===== config.mk =====
export PLATFORM = sky130hd
export DESIGN_NAME = rev_select_top
export DESIGN_NICKNAME = d
export VERILOG_FILES = /design/src/rtl/rsel_pkg.sv /design/src/rtl/rsel_sync.sv /design/src/rtl/rsel_edge.sv /design/src/rtl/rsel_fsm.sv /design/src/rtl/rev_select_top.sv
export SDC_FILE = /design/constraint.sdc
export NUM_CORES = 1
export LEC_CHECK = 0
export BUFFER_PORTS_ARGS = -buffer_cell sky130_fd_sc_hd__clkbuf_2
export CAP_MARGIN = 30
export CORE_MARGIN = 2
export CORE_UTILIZATION = 50
export CTS_CLUSTER_SIZE = 20
export DETAILED_ROUTE_END_ITERATION = 10
export GPL_TIMING_DRIVEN = 0
export HOLD_SLACK_MARGIN = 0.1
export PLACE_DENSITY = 0.84
export SYNTH_ARGS = -nofsm -noshare
export SYNTH_HDL_FRONTEND = slang
export SYNTH_SLANG_ARGS = --single-unit

===== constraint.sdc =====
create_clock -name clk -period 2.95 [get_ports clk]
set_input_delay 0.59 -clock clk [delete_from_list [all_inputs] [get_ports clk]]
set_output_delay 0.59 -clock clk [all_outputs]
set_load 0.005 [all_outputs]

===== src/rtl/rsel_pkg.sv =====
package rsel_pkg;
    localparam int NREV  = 4;
    localparam int SEL_W = $clog2(NREV);

    // bit positions inside the synchronised control vector
    localparam int SB_CE   = 0;
    localparam int SB_OE   = 1;
    localparam int SB_CF   = 2;
    localparam int SB_JT   = 3;
    localparam int SB_POR  = 4;
    localparam int SB_MODE = 5;
    localparam int SB_PIN  = 6;
    localparam int SB_INT  = SB_PIN + SEL_W;
    localparam int SB_W    = SB_INT + SEL_W;

    // idle levels: strobes/enables deasserted, power-on reset asserted
    localparam logic [SB_W-1:0] SB_IDLE =
        SB_W'((1 << SB_CE) | (1 << SB_OE) | (1 << SB_CF) | (1 << SB_POR));

    typedef enum logic [1:0] {
        ST_POR      = 2'd0,
        ST_IDLE     = 2'd1,
        ST_LATCH    = 2'd2,
        ST_ANNOUNCE = 2'd3
    } rsel_state_e;

    typedef struct packed {
        logic ce_rise;
        logic oe_fall;
        logic cf_rise;
        logic jt_rise;
    } rsel_trig_t;
endpackage


===== src/rtl/rsel_sync.sv =====
module rsel_sync #(
    parameter int              W       = 4,
    parameter logic [W-1:0]    RST_VAL = '0
) (
    input  logic         clk,
    input  logic         rst_n,
    input  logic [W-1:0] d_i,
    output logic [W-1:0] q_o
);
    for (genvar b = 0; b < W; b++) begin : g_bit
        logic meta_q;
        logic sync_q;
        always_ff @(posedge clk or negedge rst_n) begin
            if (!rst_n) begin
                meta_q <= RST_VAL[b];
                sync_q <= RST_VAL[b];
            end else begin
                meta_q <= d_i[b];
                sync_q <= meta_q;
            end
        end
        assign q_o[b] = sync_q;
    end
endmodule


===== src/rtl/rsel_edge.sv =====
module rsel_edge
    import rsel_pkg::*;
(
    input  logic            clk,
    input  logic            rst_n,
    input  logic [SB_W-1:0] sync_i,
    output rsel_trig_t      trig_o,
    output logic            any_o,
    output logic            por_o
);
    localparam int PW = 4;
    localparam logic [PW-1:0] PREV_RST = SB_IDLE[PW-1:0];

    logic [PW-1:0] prev_q;
    logic          ce_n, oe_n, cf_n, jt;

    assign ce_n = sync_i[SB_CE];
    assign oe_n = sync_i[SB_OE];
    assign cf_n = sync_i[SB_CF];
    assign jt   = sync_i[SB_JT];

    always_ff @(posedge clk or negedge rst_n) begin
        if (!rst_n) prev_q <= PREV_RST;
        else        prev_q <= sync_i[PW-1:0];
    end

    always_comb begin
        trig_o.ce_rise = ce_n & ~prev_q[SB_CE];
        trig_o.oe_fall = ~oe_n & prev_q[SB_OE] & ~ce_n;
        trig_o.cf_rise = cf_n & ~prev_q[SB_CF] & ~ce_n;
        trig_o.jt_rise = jt & ~prev_q[SB_JT];
    end

    assign any_o = |trig_o;
    assign por_o = sync_i[SB_POR];
endmodule


===== src/rtl/rsel_fsm.sv =====
module rsel_fsm
    import rsel_pkg::*;
#(
    parameter int BIDX_W = 4,
    parameter int BLEN_W = 4
) (
    input  logic              clk,
    input  logic              rst_n,
    input  logic              por_i,
    input  rsel_trig_t        trig_i,
    input  logic              any_i,
    input  logic [SEL_W-1:0]  sel_i,
    input  logic [BIDX_W-1:0] start_i,
    input  logic [BLEN_W-1:0] len_i,
    output logic [SEL_W-1:0]  rev_o,
    output logic [BIDX_W-1:0] start_o,
    output logic [BLEN_W-1:0] cnt_o,
    output logic              valid_o,
    output logic              stb_o,
    output logic              go_o
);
    rsel_state_e state_q, state_d;
    logic pend_q, pend_jt_q, jt_flag_q;

    always_ff @(posedge clk or negedge rst_n) begin
        if (!rst_n) state_q <= ST_POR;
        else        state_q <= state_d;
    end

    always_comb begin
        state_d = state_q;
        unique case (state_q)
            ST_POR:      if (!por_i) state_d = ST_LATCH;
            ST_IDLE:     if (por_i) state_d = ST_POR;
                         else if (any_i) state_d = ST_LATCH;
            ST_LATCH:    state_d = ST_ANNOUNCE;
            ST_ANNOUNCE: if (por_i) state_d = ST_POR;
                         else if (pend_q || any_i) state_d = ST_LATCH;
                         else state_d = ST_IDLE;
        endcase
    end

    always_ff @(posedge clk or negedge rst_n) begin
        if (!rst_n) begin
            rev_o     <= '0;
            start_o   <= '0;
            cnt_o     <= '0;
            valid_o   <= 1'b0;
            stb_o     <= 1'b0;
            go_o      <= 1'b0;
            pend_q    <= 1'b0;
            pend_jt_q <= 1'b0;
            jt_flag_q <= 1'b0;
        end else begin
            stb_o <= (state_q == ST_ANNOUNCE) && valid_o;
            go_o  <= (state_q == ST_ANNOUNCE) && jt_flag_q;
            unique case (state_q)
                ST_POR: begin
                    pend_q    <= 1'b0;
                    pend_jt_q <= 1'b0;
                    jt_flag_q <= 1'b0;
                end
                ST_IDLE: begin
                    if (any_i) jt_flag_q <= trig_i.jt_rise;
                end
                ST_LATCH: begin
                    rev_o   <= sel_i;
                    start_o <= start_i;
                    cnt_o   <= len_i;
                    valid_o <= (len_i != '0);
                    if (any_i) begin
                        pend_q    <= 1'b1;
                        pend_jt_q <= pend_jt_q | trig_i.jt_rise;
                    end
                end
                ST_ANNOUNCE: begin
                    jt_flag_q <= pend_jt_q | (any_i & trig_i.jt_rise);
                    pend_q    <= 1'b0;
                    pend_jt_q <= 1'b0;
                end
            endcase
        end
    end
endmodule


===== src/rtl/rev_select_top.sv =====
module rev_select_top
    import rsel_pkg::*;
#(
    parameter int BIDX_W = 4,
    parameter int BLEN_W = 4
) (
    input  logic                     clk,
    input  logic                     rst_n,
    input  logic                     por_i,
    input  logic                     ce_n_i,
    input  logic                     oe_rst_n_i,
    input  logic                     cfg_n_i,
    input  logic                     cfg_req_i,
    input  logic                     use_int_i,
    input  logic [1:0]               sel_pin_i,
    input  logic [1:0]               sel_int_i,
    input  logic [4*BIDX_W-1:0]      tbl_start_i,
    input  logic [4*BLEN_W-1:0]      tbl_len_i,
    output logic [1:0]               rev_o,
    output logic [BIDX_W-1:0]        start_blk_o,
    output logic [BLEN_W-1:0]        blk_cnt_o,
    output logic                     rev_valid_o,
    output logic                     sample_stb_o,
    output logic                     cfg_go_o
);
    logic [SB_W-1:0]   raw, sync;
    rsel_trig_t        trig;
    logic              any_trig, por_lvl;
    logic [SEL_W-1:0]  sel_now;
    logic [BIDX_W-1:0] start_arr [NREV];
    logic [BLEN_W-1:0] len_arr   [NREV];

    always_comb begin
        raw = '0;
        raw[SB_CE]   = ce_n_i;
        raw[SB_OE]   = oe_rst_n_i;
        raw[SB_CF]   = cfg_n_i;
        raw[SB_JT]   = cfg_req_i;
        raw[SB_POR]  = por_i;
        raw[SB_MODE] = use_int_i;
        raw[SB_PIN +: SEL_W] = sel_pin_i;
        raw[SB_INT +: SEL_W] = sel_int_i;
    end

    rsel_sync #(.W(SB_W), .RST_VAL(SB_IDLE)) u_sync (
        .clk(clk), .rst_n(rst_n), .d_i(raw), .q_o(sync)
    );

    rsel_edge u_edge (
        .clk(clk), .rst_n(rst_n), .sync_i(sync),
        .trig_o(trig), .any_o(any_trig), .por_o(por_lvl)
    );

    for (genvar i = 0; i < NREV; i++) begin : g_tbl
        assign start_arr[i] = tbl_start_i[i*BIDX_W +: BIDX_W];
        assign len_arr[i]   = tbl_len_i[i*BLEN_W +: BLEN_W];
    end

    assign sel_now = sync[SB_MODE] ? sync[SB_INT +: SEL_W] : sync[SB_PIN +: SEL_W];

    rsel_fsm #(.BIDX_W(BIDX_W), .BLEN_W(BLEN_W)) u_fsm (
        .clk(clk), .rst_n(rst_n), .por_i(por_lvl),
        .trig_i(trig), .any_i(any_trig), .sel_i(sel_now),
        .start_i(start_arr[sel_now]), .len_i(len_arr[sel_now]),
        .rev_o(rev_o), .start_o(start_blk_o), .cnt_o(blk_cnt_o),
        .valid_o(rev_valid_o), .stb_o(sample_stb_o), .go_o(cfg_go_o)
    );
endmodule


==> Yosys cells after proc, flatten, opt, wreduce, memory -nomap -nowiden <==
Cells that the tools add are included.
{ "op_classes": {"n_eq_ne": 7, "n_lt_le_gt_ge": 1, "n_mux": 19, "n_reduce_logical": 12, "bitwise_logic": 15} }
{ "op_table": {"columns": ["operator", "count"], "rows": [
  ["$bmux 4 s2", 2],
  ["$mux 4", 4],
  ["$mux 2", 6],
  ["$pmux 2 s4", 1],
  ["$and 1x1->1", 7],
  ["$reduce_and 2->1", 3],
  ["$not 1->1", 5],
  ["$eq 2x2->1 const B", 2],
  ["$ne 2x1->1 const B", 2],
  ["$pmux 1 s2", 2],
  ["$reduce_bool 4->1", 1],
  ["$reduce_or 4->1", 1],
  ["$ge 3x3->1 const B", 1],
  ["$mux 1", 3],
  ["$ne 3x2->1 const B", 1],
  ["$not 2->3", 1],
  ["$pmux 1 s3", 1],
  ["$reduce_bool 3->1", 1],
  ["$eq 2x1->1 const B", 1],
  ["$logic_and 1x1->1", 2],
  ["$logic_not 2->1", 1],
  ["$ne 2x2->1 const B", 1],
  ["$or 1x1->1", 2],
  ["$reduce_bool 2->1", 1],
  ["2 further kinds", 2]
]} }
{ "word_totals": {"in_bits": 44, "output_inout_bits": 13, "word_cells": 85, "register_bits": 42} }

==> Depth between registers and ports, before layout <==
{ "depth": {"word_depth": 8, "ltp_mapped": 6, "depth_no_buf": 6} }

==> Modules after synthesis <==
From an unflattened synthesis, not the netlist that was laid out.
{ "hier_totals": {"cells_unflattened": 143, "area_unflattened_um2": 1929.4} }
{ "by_module_without_submodules": {"columns": ["mod", "instances", "cells_per_inst", "area_per_inst_um2"], "rows": [
  ["rsel_fsm", 1, 74, 893.4],
  ["rsel_sync", 1, 30, 585.6],
  ["rev_select_top", 1, 29, 304.0],
  ["rsel_edge", 1, 10, 146.4]
]} }

==> Worst setup path after synthesis <==
Ideal clock, no wire load.
{ "synth_timing": {"path_kind": "flip-flop to flip-flop", "startpoint": "reg u_sync.g_bit[5].sync_q", "endpoint": "reg u_fsm.valid_o", "setup_ns": 0.139, "n_path_buf": 0, "arrival_ns": 1.712, "stages_incl_launch_ff": 5, "setup_slack_ns": 1.099, "synth_period_minus_slack_ns": 1.851, "cell_sequence": "dfrtp_1 mux2i_4 mux4_2 nor4_1 a21oi_1"} }
{ "synth_via": {"elab_chain_len": 6} }
{ "synth_lines": {"columns": ["item", "line", "source"], "rows": [
  ["from (decl)", "rsel_sync.sv:12", "logic sync_q;"],
  ["from (signal assigned)", "rsel_sync.sv:16", "sync_q <= RST_VAL[b];"],
  ["from (signal assigned)", "rsel_sync.sv:19", "sync_q <= meta_q;"],
  ["$mux 2", "rev_select_top.sv:59", "assign sel_now = sync[SB_MODE] ? sync[SB_INT +: SEL_W] : sync[SB_PIN +: SEL_W];"],
  ["$not 2->3 (implied by the code)", "rev_select_top.sv:64", ".start_i(start_arr[sel_now]), .len_i(len_arr[sel_now]),"],
  ["$bmux 4 s2", "rev_select_top.sv:64", null],
  ["$mux 4 (implied by the code) (2 in a row)", "rev_select_top.sv:64", null],
  ["$reduce_bool 4->1", "rsel_fsm.sv:70", "valid_o <= (len_i != '0);"],
  ["to (signal assigned)", "rsel_fsm.sv:70", null],
  ["to (decl)", "rsel_fsm.sv:18", "output logic valid_o,"]
]} }
Every way passes these cells. The select of a mux whose other input is x is not followed.
A chain may end at the register's enable or synchronous reset.

==> Worst setup path after layout <==
Same ends and word-level chain as after synthesis.

==> run summary <==
status = completed
H-tree lvl count = 2
Num Clock Sinks = 42
die outline width = 62.75 µm
worst skew pair latency = 0.34 ns
DRT iter0 DRCs = 33
initial antenna violation count = 0
slowest CP cell = mux2i_1
critical path, cell by cell = mux2i_1 > mux4_2 > nor4_1 > a21oi_1
HPWL after DPL = 2404 µm
Worst Setup Start Kind = flop
hold slack = 0.2130 ns
Netlist cell types = 28
# nets final = 226
synthesized net count = 162
first-pass GRT wire length = 5216 µm
VDD IR max = 0.4267 mV
Detailed Routing Iterations Pass 1 = 4
Longest Clk Path Bufs = 2
Hold Violations, Final = 0
Die Ht = 62.75 µm
Rel. slew slack = 37.98%
final cell count without fillers = 223
Core ar. = 3337 µm²
Placed Instances = 214
post-layout min period = 2.200 ns
CTS tree = yes
post-route ant nets = 0
unrepaired setup endpoints after global routing = false
Yosys Warn Count = 0
Initial Util = 51.71%
CP Max Fanout = 9
clk_skew = 0.004441 ns
Reg2Reg Setup Slack = 0.75 ns
setup TNS = 0 ns
Tightest Pin Transition = 0.9045 ns
# IOs = 57
PwrDens = 805.6 nW/µm²
crit end category = flop
Area Growth Syn to Fin = 26.90%
Post-CTS Hold Fix Bufs = 0
largest net degree at the start of global routing = 43
Syn Std Cell Area = 1725 µm²
CTS clk-pin slew, worst paths = 0.12 ns
RePlAce Congestion = 0.7606
Congestion Overflow GR = 0
Leak = 1.041 nW
Hold Crit Class = in2async
Setup WS post-layout = 0.7496 ns
cell count after synthesis = 112
Max Freq = 0.4545 GHz
Final Max Slew Viols = 0
Setup CP Type = reg2reg
WP data arrival = 2.42 ns
ratio of cells with drive above 1 in the final layout = 50.85%
Routed WL per cell = 13.91 µm
total die area = 3937 µm²
CTS resizes = 0
fillers = 262
vias in the first global route = 1207
Cell Rows = 21
#FFs+latches synth = 42
number of diodes = 0
routed vias = 1159
MaxCap Viol Count = 0
Avg Inst Size Synth = 15.41 µm²
setup violators final = 0
CP max stage delay = 0.79 ns
Worst EP required = 3.17 ns
TritonCTS buffer count = 5
register area share after synthesis = 61.71%
drt drc = 0
fin crit share = 74.59%
final WL = 3103 µm
DR vias/cell = 5.197
PortBufs = 56
Setup WS pre-CTS = 0.7326 ns
All-Layer GR Usage = 17.61%
buffer count from post-CTS setup fixing = 0
clk root buf = clkbuf_4
==> report_power, final <==
| part | internal (W) | switching [W] |
|---|---|---|
| Clock | 0.000253 | 0.000176 |
| Sequential | 0.000710 | 0.0000728 |
| Combinational | 0.000288 | 0.000264 |
| Total | 0.00125 | 0.000513 |
==> cell usage in the layout (no fill, tap or decap), drive strengths merged <==
| cell type | count |
|---|---|
| dfstp | 11 |
| mux2 | 9 |
| buf | 2 |
| o31ai | 1 |
| bufinv | 1 |
| nor2 | 7 |
| o32a | 1 |
| or3 | 1 |
| nor4 | 1 |
| dfrtp | 31 |
| inv | 6 |
| mux4 | 8 |
| a41oi | 1 |
| a211oi | 1 |
| ha | 6 |
| o21ai | 1 |
| a21oi | 4 |
| nand2b | 1 |
| and2 | 3 |
| a31oi | 4 |
| mux2i | 2 |
| o21bai | 1 |
| nand2 | 2 |
| nor2b | 4 |
| a2bb2oi | 1 |
| clkbuf | 65 |
| a311oi | 2 |
==> registers in the layout, summed over array words and instances, names as in the netlist, 2 cells and up <==
| register | cells |
|---|---|
| u_sync.g_bit.meta_q | 10 |
| u_sync.g_bit.sync_q | 10 |
| u_edge.prev_q | 4 |
| u_fsm.cnt_o | 4 |
| u_fsm.start_o | 4 |
| u_fsm.rev_o | 2 |
| u_fsm.state_q | 2 |
==> cells by family (layout without fill, tap and decap cells) <==
group           Yosys count  count (layout)  share of synthesized area (%)
fa+ha+maj                 6               6                          4.351
mux                      19              19                          19.29
flops                    42              42                          61.71
compound gates           17              17                          7.107
simple gates             19              19                          5.585
buf+inv                   9              74                          1.958
==> worst paths after layout <==
| check | start | end | depth (start not counted) |
|---|---|---|---|
| max | u_sync.g_bit[5].sync_q | u_fsm.valid_o | 4 |
| min | rst_n | u_sync.g_bit[2].meta_q | 1 |
| max reg2reg | u_sync.g_bit[5].sync_q | u_fsm.valid_o | 4 |
| min reg2reg | u_sync.g_bit[7].meta_q | u_sync.g_bit[7].sync_q | 0 |
| max in group asynchronous | rst_n | u_sync.g_bit[0].meta_q | 2 |
| min in group clk | oe_rst_n_i | u_sync.g_bit[1].meta_q | 1 |
==> per-stage QoR <==
step / power [W] / area, µm² / utilization, %
after floorplan: 0.001137 / 1725 / -
after global placement: 0.001304 / 2063 / 61.83
after detailed placement: 0.001348 / 2063 / 61.83
after CTS: 0.001781 / 2170 / 65.02
after global routing: 0.001885 / 2190 / 65.62
final: 0.001764 / 2190 / 65.62
==> layout make-up <==
cell class                 count  area [µm²]  area share (%)
buffer                         3       11.26          0.5143
clock buffer                   7       76.32           3.486
clock inverter                 1       30.03           1.371
inverter                       6       22.52           1.029
multi-input combinational     61       626.9           28.63
sequential                    42        1065           48.63
tap                           46       57.56           2.629
timing repair buffer          57       300.3           13.71
==> worst max-delay path, delay by kind of cell, from the launching register on <==
kind               cells  cell delay (ns)
muxes                  2             1.21
DFF                    1             0.46
and+or+nand+nor        1             0.31
AOI/OAI and AO/OA      1             0.11
==> layer usage <==
metal / routed length (µm) / GRT usage [%] / part of all wire (%) / vias to the layer above
met3: 176 / 5.946 / 5.7 / 13
met4: 85 / 9.167 / 2.7 / 0
li1: - / - / - / 535
met5: 0 / 0 / 0 / -
met1: 1125 / 17.57 / 36 / 572
met2: 1715 / 32.12 / 55 / 39
==> cells in the mapped netlist <==
library cell	number	share of area, %
o21ai_0	1	0.29
dfrtp_1	31	45
inv_1	6	1.3
nand2_1	2	0.44
a311oi_1	2	1.0
or3_1	1	0.36
a2bb2oi_1	1	0.51
and2_1	3	1.1
o21bai_1	1	0.44
nor4_1	1	0.36
o32a_1	1	0.58
buf_1	1	0.22
mux2_2	9	5.9
nand2b_1	1	0.36
clkbuf_1	2	0.44
a31oi_1	4	1.5
nor2_1	7	1.5
o31ai_2	1	0.73
mux4_1	5	7.6
dfstp_2	11	17
a41oi_1	1	0.51
mux2i_4	1	1.3
ha_1	6	4.4
mux2i_1	1	0.58
a21oi_1	4	1.2
nor2b_1	4	1.5
a211oi_1	1	0.44
mux4_2	3	3.9
(Power assumes the default switching activity.)
